## config.mk

```make
export PLATFORM = sky130hd
export DESIGN_NAME = rdma_port_engine
export DESIGN_NICKNAME = d
export VERILOG_FILES = /design/src/rtl/rdma_pkg.sv /design/src/rtl/rdma_cfg_regs.sv /design/src/rtl/rdma_xfer_core.sv /design/src/rtl/rdma_lane_mux.sv /design/src/rtl/rdma_port_engine.sv
export SDC_FILE = /design/constraint.sdc
export NUM_CORES = 1
export LEC_CHECK = 0
export ABC_AREA = 0
export BUFFER_PORTS_ARGS = -buffer_cell sky130_fd_sc_hd__buf_2
export CAP_MARGIN = 5
export CORE_MARGIN = 2
export CORE_UTILIZATION = 51
export DETAILED_ROUTE_END_ITERATION = 8
export GPL_ROUTABILITY_DRIVEN = 0
export PLACE_DENSITY = 0.78
export SLEW_MARGIN = 20
export SYNTH_ARGS = -nofsm -noshare
export SYNTH_HDL_FRONTEND = slang
export SYNTH_SLANG_ARGS = --single-unit
```

## constraint.sdc

```tcl
create_clock -name clk -period 3.1 [get_ports clk]
set_clock_uncertainty 0.1 [all_clocks]
set_input_delay 0.465 -clock clk [delete_from_list [all_inputs] [get_ports clk]]
set_output_delay 0.465 -clock clk [all_outputs]
set_load 0.01 [all_outputs]
```

## src/rtl/rdma_pkg.sv

```systemverilog
package rdma_pkg;

  localparam int unsigned REG_AW = 4;

  // Register offsets
  localparam logic [REG_AW-1:0] OFS_CMD   = 4'h0;
  localparam logic [REG_AW-1:0] OFS_SA_LO = 4'h1;
  localparam logic [REG_AW-1:0] OFS_SA_HI = 4'h2;
  localparam logic [REG_AW-1:0] OFS_BC_LO = 4'h3;
  localparam logic [REG_AW-1:0] OFS_BC_HI = 4'h4;
  localparam logic [REG_AW-1:0] OFS_CA_LO = 4'h5;
  localparam logic [REG_AW-1:0] OFS_CA_HI = 4'h6;
  localparam logic [REG_AW-1:0] OFS_STAT  = 4'h7;
  localparam logic [REG_AW-1:0] OFS_MODE  = 4'h8;
  localparam logic [REG_AW-1:0] OFS_RM_LO = 4'h9;
  localparam logic [REG_AW-1:0] OFS_RM_HI = 4'hA;

  // Field positions that the host software decodes
  localparam int unsigned CMD_LSB       = 3;
  localparam int unsigned DONE_BIT      = 6;
  localparam int unsigned MODE_WORD_BIT = 0;
  localparam int unsigned MODE_SWAP_BIT = 1;

  // Command codes; any code with its top bit set aborts, 011 (send) is decoded as no action
  localparam logic [2:0] OP_READ  = 3'b001;
  localparam logic [2:0] OP_WRITE = 3'b010;

  typedef enum logic [1:0] {
    XF_IDLE  = 2'd0,
    XF_READ  = 2'd1,
    XF_WRITE = 2'd2
  } xfer_mode_e;

endpackage

```

## src/rtl/rdma_cfg_regs.sv

```systemverilog
module rdma_cfg_regs
  import rdma_pkg::*;
#(
  parameter int unsigned ADDR_W = 16,
  parameter int unsigned CNT_W  = 16
) (
  input  logic              clk,
  input  logic              rst_n,
  input  logic              we,
  input  logic [REG_AW-1:0] addr,
  input  logic [7:0]        wdata,
  output logic [ADDR_W-1:0] start_addr,
  output logic [CNT_W-1:0]  byte_cnt,
  output logic              word_sel,
  output logic              swap_sel,
  output logic              op_read,
  output logic              op_write,
  output logic              op_abort,
  output logic              cnt_zeroed
);

  localparam int unsigned SA_HI_W = ADDR_W - 8;
  localparam int unsigned BC_HI_W = CNT_W - 8;

  logic [ADDR_W-1:0] sa_nxt;
  logic [CNT_W-1:0]  bc_nxt;
  logic              cmd_hit;
  logic [2:0]        op_field;

  // Next value of the start-address and byte-count registers
  always_comb begin
    sa_nxt = start_addr;
    bc_nxt = byte_cnt;
    if (we) begin
      case (addr)
        OFS_SA_LO: sa_nxt[7:0]        = wdata;
        OFS_SA_HI: sa_nxt[ADDR_W-1:8] = wdata[SA_HI_W-1:0];
        OFS_BC_LO: bc_nxt[7:0]        = wdata;
        OFS_BC_HI: bc_nxt[CNT_W-1:8]  = wdata[BC_HI_W-1:0];
        default: ;
      endcase
    end
  end

  always_ff @(posedge clk) begin
    if (!rst_n) begin
      start_addr <= '0;
      byte_cnt   <= '0;
      word_sel   <= 1'b0;
      swap_sel   <= 1'b0;
    end else begin
      start_addr <= sa_nxt;
      byte_cnt   <= bc_nxt;
      if (we && addr == OFS_MODE) begin
        word_sel <= wdata[MODE_WORD_BIT];
        swap_sel <= wdata[MODE_SWAP_BIT];
      end
    end
  end

  // Command decode
  assign cmd_hit    = we && (addr == OFS_CMD);
  assign op_field   = wdata[CMD_LSB +: 3];
  assign op_read    = cmd_hit && (op_field == OP_READ);
  assign op_write   = cmd_hit && (op_field == OP_WRITE);
  assign op_abort   = cmd_hit && op_field[2];

  // A count write that leaves the count at zero
  assign cnt_zeroed = we && (addr == OFS_BC_LO || addr == OFS_BC_HI) && (bc_nxt == '0);

endmodule

```

## src/rtl/rdma_xfer_core.sv

```systemverilog
module rdma_xfer_core
  import rdma_pkg::*;
#(
  parameter int unsigned ADDR_W = 16,
  parameter int unsigned CNT_W  = 16,
  parameter int unsigned BYTES  = 2
) (
  input  logic              clk,
  input  logic              rst_n,
  input  logic [ADDR_W-1:0] start_addr,
  input  logic [CNT_W-1:0]  byte_cnt,
  input  logic              word_sel,
  input  logic              swap_sel,
  input  logic              op_read,
  input  logic              op_write,
  input  logic              op_abort,
  input  logic              cnt_zeroed,
  input  logic              beat,
  output xfer_mode_e        mode,
  output logic [ADDR_W-1:0] cur_addr,
  output logic [CNT_W:0]    rem_cnt,
  output logic              xfer_word,
  output logic              xfer_swap,
  output logic              done_pulse
);

  localparam int unsigned REM_W = CNT_W + 1;
  localparam logic [REM_W-1:0] LANE_MASK = REM_W'(BYTES - 1);

  logic [REM_W-1:0] ext_cnt;
  logic [REM_W-1:0] rounded;
  logic [REM_W-1:0] step;
  logic             start_any;
  logic             kill;
  logic             last_beat;

  // Round the count up to a whole number of words when word mode is selected
  assign ext_cnt   = {1'b0, byte_cnt};
  assign rounded   = word_sel ? ((ext_cnt + LANE_MASK) & ~LANE_MASK) : ext_cnt;
  assign step      = xfer_word ? REM_W'(BYTES) : REM_W'(1);
  assign start_any = op_read || op_write;
  assign kill      = op_abort || cnt_zeroed;
  assign last_beat = beat && (rem_cnt <= step);

  // The flag pulses on the same edge that the count reaches zero
  assign done_pulse = last_beat && !kill && !start_any;

  always_ff @(posedge clk) begin
    if (!rst_n) begin
      mode      <= XF_IDLE;
      cur_addr  <= '0;
      rem_cnt   <= '0;
      xfer_word <= 1'b0;
      xfer_swap <= 1'b0;
    end else if (kill) begin
      mode    <= XF_IDLE;
      rem_cnt <= '0;
    end else if (start_any) begin
      cur_addr  <= start_addr;
      rem_cnt   <= rounded;
      xfer_word <= word_sel;
      xfer_swap <= swap_sel;
      if (rounded == '0)  mode <= XF_IDLE;
      else if (op_read)   mode <= XF_READ;
      else                mode <= XF_WRITE;
    end else if (beat) begin
      cur_addr <= cur_addr + ADDR_W'(step);
      if (last_beat) begin
        rem_cnt <= '0;
        mode    <= XF_IDLE;
      end else begin
        rem_cnt <= rem_cnt - step;
      end
    end
  end

endmodule

```

## src/rtl/rdma_lane_mux.sv

```systemverilog
module rdma_lane_mux #(
  parameter int unsigned DATA_W = 16
) (
  input  logic              word_sel,
  input  logic              swap_sel,
  input  logic [DATA_W-1:0] mem_rdata,
  input  logic [DATA_W-1:0] host_wdata,
  output logic [DATA_W-1:0] host_rdata,
  output logic [DATA_W-1:0] mem_wdata
);

  localparam int unsigned BYTES = DATA_W / 8;

  for (genvar g = 0; g < BYTES; g++) begin : g_lane
    localparam int unsigned MIRROR = BYTES - 1 - g;
    if (g == 0) begin : g_base
      // Lane 0 carries data in byte mode as well
      assign host_rdata[7:0] = (word_sel && swap_sel) ? mem_rdata[MIRROR*8 +: 8]  : mem_rdata[7:0];
      assign mem_wdata[7:0]  = (word_sel && swap_sel) ? host_wdata[MIRROR*8 +: 8] : host_wdata[7:0];
    end else begin : g_upper
      // Upper lanes are used only in word mode
      assign host_rdata[g*8 +: 8] = !word_sel ? 8'h00 :
                                    (swap_sel ? mem_rdata[MIRROR*8 +: 8] : mem_rdata[g*8 +: 8]);
      assign mem_wdata[g*8 +: 8]  = !word_sel ? 8'h00 :
                                    (swap_sel ? host_wdata[MIRROR*8 +: 8] : host_wdata[g*8 +: 8]);
    end
  end

endmodule

```

## src/rtl/rdma_port_engine.sv

```systemverilog
module rdma_port_engine
  import rdma_pkg::*;
#(
  parameter int unsigned ADDR_W = 16,
  parameter int unsigned CNT_W  = 16,
  parameter int unsigned DATA_W = 16
) (
  input  logic              clk,
  input  logic              rst_n,
  input  logic              cfg_we,
  input  logic [REG_AW-1:0] cfg_addr,
  input  logic [7:0]        cfg_wdata,
  output logic [7:0]        cfg_rdata,
  input  logic              host_wr_valid,
  output logic              host_wr_ready,
  input  logic [DATA_W-1:0] host_wr_data,
  output logic              host_rd_valid,
  input  logic              host_rd_ready,
  output logic [DATA_W-1:0] host_rd_data,
  output logic [ADDR_W-1:0] mem_addr,
  output logic              mem_wide,
  output logic              mem_we,
  output logic [DATA_W-1:0] mem_wdata,
  input  logic [DATA_W-1:0] mem_rdata
);

  localparam int unsigned BYTES = DATA_W / 8;
  localparam int unsigned REM_W = CNT_W + 1;

  logic [ADDR_W-1:0] start_addr;
  logic [CNT_W-1:0]  byte_cnt;
  logic              word_sel, swap_sel;
  logic              op_read, op_write, op_abort, cnt_zeroed;
  xfer_mode_e        mode;
  logic [ADDR_W-1:0] cur_addr;
  logic [REM_W-1:0]  rem_cnt;
  logic              xfer_word, xfer_swap;
  logic              done_pulse;
  logic              done_flag;
  logic              rd_beat, wr_beat, beat;

  rdma_cfg_regs #(.ADDR_W(ADDR_W), .CNT_W(CNT_W)) u_regs (
    .clk        (clk),
    .rst_n      (rst_n),
    .we         (cfg_we),
    .addr       (cfg_addr),
    .wdata      (cfg_wdata),
    .start_addr (start_addr),
    .byte_cnt   (byte_cnt),
    .word_sel   (word_sel),
    .swap_sel   (swap_sel),
    .op_read    (op_read),
    .op_write   (op_write),
    .op_abort   (op_abort),
    .cnt_zeroed (cnt_zeroed)
  );

  rdma_xfer_core #(.ADDR_W(ADDR_W), .CNT_W(CNT_W), .BYTES(BYTES)) u_core (
    .clk        (clk),
    .rst_n      (rst_n),
    .start_addr (start_addr),
    .byte_cnt   (byte_cnt),
    .word_sel   (word_sel),
    .swap_sel   (swap_sel),
    .op_read    (op_read),
    .op_write   (op_write),
    .op_abort   (op_abort),
    .cnt_zeroed (cnt_zeroed),
    .beat       (beat),
    .mode       (mode),
    .cur_addr   (cur_addr),
    .rem_cnt    (rem_cnt),
    .xfer_word  (xfer_word),
    .xfer_swap  (xfer_swap),
    .done_pulse (done_pulse)
  );

  rdma_lane_mux #(.DATA_W(DATA_W)) u_lanes (
    .word_sel   (xfer_word),
    .swap_sel   (xfer_swap),
    .mem_rdata  (mem_rdata),
    .host_wdata (host_wr_data),
    .host_rdata (host_rd_data),
    .mem_wdata  (mem_wdata)
  );

  // Stream handshakes
  assign host_rd_valid = (mode == XF_READ);
  assign host_wr_ready = (mode == XF_WRITE);
  assign rd_beat       = host_rd_valid && host_rd_ready;
  assign wr_beat       = host_wr_valid && host_wr_ready;
  assign beat          = rd_beat || wr_beat;

  assign mem_addr = cur_addr;
  assign mem_wide = xfer_word;
  assign mem_we   = wr_beat;

  // Completion flag: setting wins over a same-cycle clear
  always_ff @(posedge clk) begin
    if (!rst_n)
      done_flag <= 1'b0;
    else if (done_pulse)
      done_flag <= 1'b1;
    else if (cfg_we && cfg_addr == OFS_STAT && cfg_wdata[DONE_BIT])
      done_flag <= 1'b0;
  end

  // Register read-back
  always_comb begin
    cfg_rdata = 8'h00;
    case (cfg_addr)
      OFS_SA_LO: cfg_rdata = start_addr[7:0];
      OFS_SA_HI: cfg_rdata = 8'(start_addr >> 8);
      OFS_BC_LO: cfg_rdata = byte_cnt[7:0];
      OFS_BC_HI: cfg_rdata = 8'(byte_cnt >> 8);
      OFS_CA_LO: cfg_rdata = cur_addr[7:0];
      OFS_CA_HI: cfg_rdata = 8'(cur_addr >> 8);
      OFS_STAT:  cfg_rdata[DONE_BIT] = done_flag;
      OFS_MODE: begin
        cfg_rdata[MODE_WORD_BIT] = word_sel;
        cfg_rdata[MODE_SWAP_BIT] = swap_sel;
      end
      OFS_RM_LO: cfg_rdata = rem_cnt[7:0];
      OFS_RM_HI: cfg_rdata = 8'(rem_cnt >> 8);
      default:   cfg_rdata = 8'h00;
    endcase
  end

endmodule

```

Word-level counts from Yosys, hierarchy flattened
Index checks and enable logic that the tools add are counted.
Cells by class
  reduce and logical (&&, ||, !) cells: 33
  $lt $le $gt $ge: 1
  bitwise gates (word level): 2
  add/subtract/negate cells: 3
  eq/ne operators: 14
  muxes and demuxes: 27
Operators by type and width (number)
  $mux W17: 4
  $mux W8: 8
  $mux W16: 3
  $pmux W4 S8: 1
  $pmux W2 S9: 1
  $add A16 B1 Y17 const B: 1
  $le A17 B17 Y1: 1
  $logic_not A17 Y1: 1
  $sub A17 B17 Y17: 1
  $add A16 B16 Y16: 1
  $eq A4 B3 Y1 const B: 4
  $logic_not A16 Y1: 1
  $logic_and A1 B1 Y1: 15
  $eq A4 B4 Y1 const B: 3
  $mux W2: 6
  $reduce_and A2 Y1: 5
  $pmux W1 S9: 1
  $eq A4 B2 Y1 const B: 2
  $pmux W1 S8: 1
  $reduce_bool A2 Y1: 3
  $eq A4 B1 Y1 const B: 1
  $logic_not A4 Y1: 1
  $logic_or A1 B1 Y1: 4
  $eq A3 B1 Y1 const B: 1
  7 further kinds: 10
Storage, ports and cells
  bits in registers: 72
  output and inout port bits: 60

Logic depth before layout (Yosys ltp)
  depth in word-level cells: 10
  gate-level depth with buffers: 11
  depth with buffers taken out: 10

Hierarchy
From an unflattened synthesis, not the netlist that was laid out.
Second synthesis, totals
  cell total of the unflattened synthesis: 668
  area, all modules: 5524.0 µm²
Modules (own cells, without submodules)
  rdma_xfer_core: cells each 376, sequential area each 740.7 µm², area an instance 2798.9 µm², times used 1
  rdma_cfg_regs: cells each 132, sequential area each 680.7 µm², area an instance 1437.6 µm², times used 1
  rdma_port_engine: cells each 107, sequential area each 20.0 µm², area an instance 768.2 µm², times used 1
  rdma_lane_mux: cells each 53, sequential area each 0.0 µm², area an instance 519.2 µm², times used 1

Worst setup path after synthesis
OpenSTA, ideal clock, no wires.
  path kind: reg2reg
  from: register u_core.xfer_word
  to: register u_core.rem_cnt[14]
  buffers on the path: 1
  stages on the path, launching flop included: 12
  clock period less this slack: 3182 ps
  data arrival time: 2997 ps
  setup slack: -82 ps
  setup time: 86 ps
  cells stage by stage: dfxtp_1 > clkinv_1 > clkbuf_1 > ha_1 > inv_1 > fa_1 > nor4_1 > nand2_1 > or4_1 > nor3_1 > a211oi_1 > a211oi_1
Between the ends
  cells in the longest elaborated chain, start to end: 6
Ends and longest elaborated chain
  start: declaration: RTL line rdma_xfer_core.sv:22  | output logic xfer_word,
  start signal: assignment: RTL line rdma_xfer_core.sv:61  | xfer_word <= word_sel;
  $mux W2 (*): RTL line rdma_xfer_core.sv:40  | assign step = xfer_word ? REM_W'(BYTES) : REM_W'(1);
  $le A17 B17 Y1: RTL line rdma_xfer_core.sv:43  | assign last_beat = beat && (rem_cnt <= step);
  $logic_and A1 B1 Y1: RTL line rdma_xfer_core.sv:43
  $mux W17 (*): RTL line rdma_xfer_core.sv:68  | if (last_beat) begin
  $mux W17 (*): RTL line rdma_xfer_core.sv:66  | end else if (beat) begin
  $mux W17 (*): RTL line rdma_xfer_core.sv:58  | end else if (start_any) begin
  end signal: assignment: RTL line rdma_xfer_core.sv:60  | rem_cnt <= rounded;
  end signal: assignment: RTL line rdma_xfer_core.sv:72  | rem_cnt <= rem_cnt - step;
  end: declaration: RTL line rdma_xfer_core.sv:21  | output logic [CNT_W:0] rem_cnt,
Every way passes the cells marked *; elsewhere a longest branch is shown, timed or not. The select of a mux whose other input is x is not followed.
A chain may end at the register's enable or synchronous reset.

Worst setup path after layout
  from: register u_core.xfer_word
  to: register u_core.cur_addr[8]
Between the ends
  cells in the longest elaborated chain, start to end: 4
Ends and longest elaborated chain
  $mux W2: RTL line rdma_xfer_core.sv:40
  $add A16 B16 Y16: RTL line rdma_xfer_core.sv:67  | cur_addr <= cur_addr + ADDR_W'(step);
  $mux W16: RTL line rdma_xfer_core.sv:66
  $mux W16: RTL line rdma_xfer_core.sv:58
  end signal: assignment: RTL line rdma_xfer_core.sv:59  | cur_addr <= start_addr;
  end signal: assignment: RTL line rdma_xfer_core.sv:67
  end: declaration: RTL line rdma_xfer_core.sv:20  | output logic [ADDR_W-1:0] cur_addr,
Every way passes these cells. The select of a mux whose other input is x is not followed.

==> metrics.md <==
| Metric | Value |
|---|---|
| Largest net degree at the start of global routing | 54 |
| Primary FF master, synth | dfxtp_1 |
| Post-synth ARST share | 0% |
| Clk sinks | 72 |
| Max Cap Violations | 0 |
| Met3 Usage GRT | 5.593% |
| RR Startpoint | u_core.xfer_word$_SDFFE_PN0P_ |
| Syn avg cell area | 7.599 sq um |
| Pwr Total | 2.119 mW |
| Unrepaired setup endpoints after global routing | false |
| Cell variety after synth | 76 |
| Initial antenna violation count | 0 |
| Net Count, Synth | 767 |
| Clock slew at reported path FFs | 0.09 ns |
| Design area | 0.006291 sq mm |
| Setup CP Type | flip-flop to flip-flop |
| DP Wirelength | 13280 microns |
| Synth Register Bits | 72 |
| Via/cell ratio | 6.534 |
| Root Driver | clkbuf_8 |
| CTS tree | yes |
| Post-synth EDFFs | 0 |
| Finish-stage setup viols | 0 |
| Max FO, Critical Path | 18 |
| Die ar. | 0.01143 sq mm |
| Placed Cells | 920 |
| GRT met2 Usage | 52.09% |
| 1st-pass router iterations | 6 |
| Largest area contributor in the netlist | dfxtp_1 |
| Total CTS buffers | 9 |
| Fin nets | 851 |
| Post-synthesis to final-layout area growth | 16.44% |
| GRT busiest layer | met2 |
| Seq/Total Area, Yosys | 26.68% |
| Register-to-register setup slack | 0.36 ns |
| Post-Place Cell Area | 0.006048 sq mm |
| WL/cell | 19.20 microns |
| Routed WL | 17970 microns |
| Top Ports | 109 |
| R2R depth | 10 |
| Die Wd | 106.9 microns |
| Port bufs | 108 |
| RR Endpoint | u_core.cur_addr[8]$_SDFFE_PN0P_ |
| Critical path arrival | 2.91 ns |
| Synth top area share | 26.68% |
| HP Class | input port to flip-flop |
| Critical Path Start Type | flip-flop |
| Routed Antenna Nets | 0 |
| Commonest cells after routing, fill and taps aside | 108 x buf_2, 79 x nand2_1, 72 x dfxtp_1 |
| Commonest non-fill, non-tap cell in the layout | buf_2 |
| Global-route wire length before repair | 28130 microns |
| Worst IR drop on VDD | 0.2323 mV |
| Endpoint class of the critical path | flip-flop |
| Outcome | finished, final reports clean |
| Die H | 106.9 microns |
| Share of layout cells above drive strength 1 | 23.38% |
| Antenna diodes | 0 |
| Fin. max-slew vios | 0 |
| Vias in the first global route | 5462 |
| Vias | 6116 |
| Worst skew pair latency | 0.35 ns |
| Leak pwr | 2.405 nW |
| Initial core utilization | 52.33% |
| Tmin final | 2.740 ns |
| Mapped cell area | 0.005403 sq mm |
| Fmax | 365.0 MHz |
| # DRC | 0 |
| Postcts setup bufs | 0 |
| Pin slew with the least headroom to its limit | 0.8706 ns |
| Worst setup margin | 0.3605 ns |
| Fin Setup TNS | 0 ns |
| H-tree depth | 3 |
| Fill cells | 886 |
| Pre-CTS setup slack | 0.3080 ns |
| Slew HR | 41.96% |
| Cell area power density | 336.8 mW/mm^2 |
| Final Hold Vio Count | 0 |
| M1 GR Usage | 40.43% |
| Period utilisation layout | 88.37% |
| Required @ worst endpoint | 3.27 ns |
| Fin cells | 936 |
| Initial DRC Count | 663 |
| Post-Synthesis Cells | 711 |
| Overall Global Routing Usage | 30.93% |
| Cts hold-fix bufs | 0 |
| Worst hold path endpoint | u_regs.byte_cnt[7]$_SDFF_PN0_ |
| Core area | 0.01032 sq mm |
| Top post-synthesis cells by area | dfxtp_1 27%, a21oi_1 6.3%, nand2_1 5.5%, mux2i_1 5.2%, mux2_2 4.6% |
| CTS resizes | 0 |
| Hold Startpoint | cfg_wdata[7] |
| FP Rows | 37 |
| Hold depth | 3 |
| Grt ovf | 0 |
| Synth Warn # | 0 |
| CTS Buffer Depth | 2 |
[worst max-delay path by stage]
stage	startpoint	endpoint	slack (ns)	depth (start not counted)
2_1_floorplan	u_core.xfer_word$_SDFFE_PN0P_	u_core.rem_cnt[14]$_SDFFE_PP0P_	0.12	11
3_5_place_dp	cfg_addr[3]	u_core.cur_addr[4]$_SDFFE_PN0P_	0.31	8
3_3_place_gp	cfg_addr[3]	u_core.cur_addr[5]$_SDFFE_PN0P_	0.35	7
4_1_cts	u_core.xfer_word$_SDFFE_PN0P_	u_core.cur_addr[8]$_SDFFE_PN0P_	0.36	10
5_1_grt	u_core.xfer_word$_SDFFE_PN0P_	u_core.cur_addr[8]$_SDFFE_PN0P_	0.19	10
6_report	u_core.xfer_word$_SDFFE_PN0P_	u_core.cur_addr[8]$_SDFFE_PN0P_	0.36	10
[cell usage after synthesis, types with 4 or more instances]
cell	instances
nand2_1	79
dfxtp_1	72
a21oi_1	68
nor2_1	65
clkbuf_1	43
nand3_1	29
mux2i_1	28
o21ai_0	25
mux2_2	22
a211oi_1	18
nor3_1	17
nand4_1	14
nor4_1	14
nor2b_1	13
a31oi_1	12
inv_1	12
xor2_1	12
a22oi_1	10
and3_1	10
xnor2_1	10
o31ai_1	8
buf_1	7
o22ai_1	7
and4_1	6
a32oi_1	5
buf_2	5
ha_1	5
nand2b_1	5
o211ai_1	5
a22o_1	4
buf_6	4
nand3b_1	4
or3_1	4
or4_1	4
[stage by stage]
stage | hold WS, ns | utilization, %
global placement | 0.3674 | 58.59
detailed placement | 0.3626 | 58.59
floorplan | 0.3442 | -
CTS | 0.3178 | 60.94
finish | 0.3277 | 60.94
global route | 0.3353 | 60.94
[logic make-up (layout without fill, tap and decap cells)]
group / count (synthesis) / after routing / synth area share (%)
AO/OA/AOI/OAI: 199 / 199 / 24.46
XOR/XNOR: 22 / 22 / 3.566
adder cells (fa/ha/maj): 7 / 7 / 1.899
buffers and inverters: 74 / 163 / 5.882
flip-flops: 72 / 72 / 26.68
multiplexers: 51 / 51 / 10.05
AND/OR/NAND/NOR: 286 / 286 / 27.47
[metal layers]
layer	up-vias	share of wire (%)
met5	-	0
met4	0	2.5
met3	51	14
met2	456	46
met1	2791	37
li1	2818	-
[cell type report]
class / instances / area [sq um] / share of cell area (%)
clock buffers: 9 / 123.9 / 1.969
clock inverters: 7 / 118.9 / 1.889
inverters: 14 / 52.55 / 0.8353
multi-input cells: 565 / 3643 / 57.92
flip-flops and latches: 72 / 1441 / 22.91
well taps: 136 / 170.2 / 2.705
repair buffers: 133 / 740.7 / 11.77
[critical path, cell delays in order, from the launching register on]
cell      delay (ns)
dfxtp_1         0.37
clkinv_1        0.12
buf_4           0.24
ha_1            0.20
inv_1           0.05
fa_1            0.42
nor4_2          0.29
buf_4           0.22
a21oi_1         0.08
or3_1           0.33
a221oi_2        0.22
[where the power goes]
group	leakage [nW]	switching [mW]	internal [mW]
registers	0.581	0.0170	0.932
logic	1.71	0.154	0.0980
clock network	0.116	0.382	0.536
[registers in the layout (all words and copies together), names as in the netlist]
signal             count
done_flag              1
u_regs.word_sel        1
u_core.xfer_word       1
u_regs.byte_cnt       16
u_regs.start_addr     16
u_regs.swap_sel        1
u_core.xfer_swap       1
u_core.cur_addr       16
u_core.rem_cnt        17
u_core.mode            2
(Power assumes the default switching activity.)
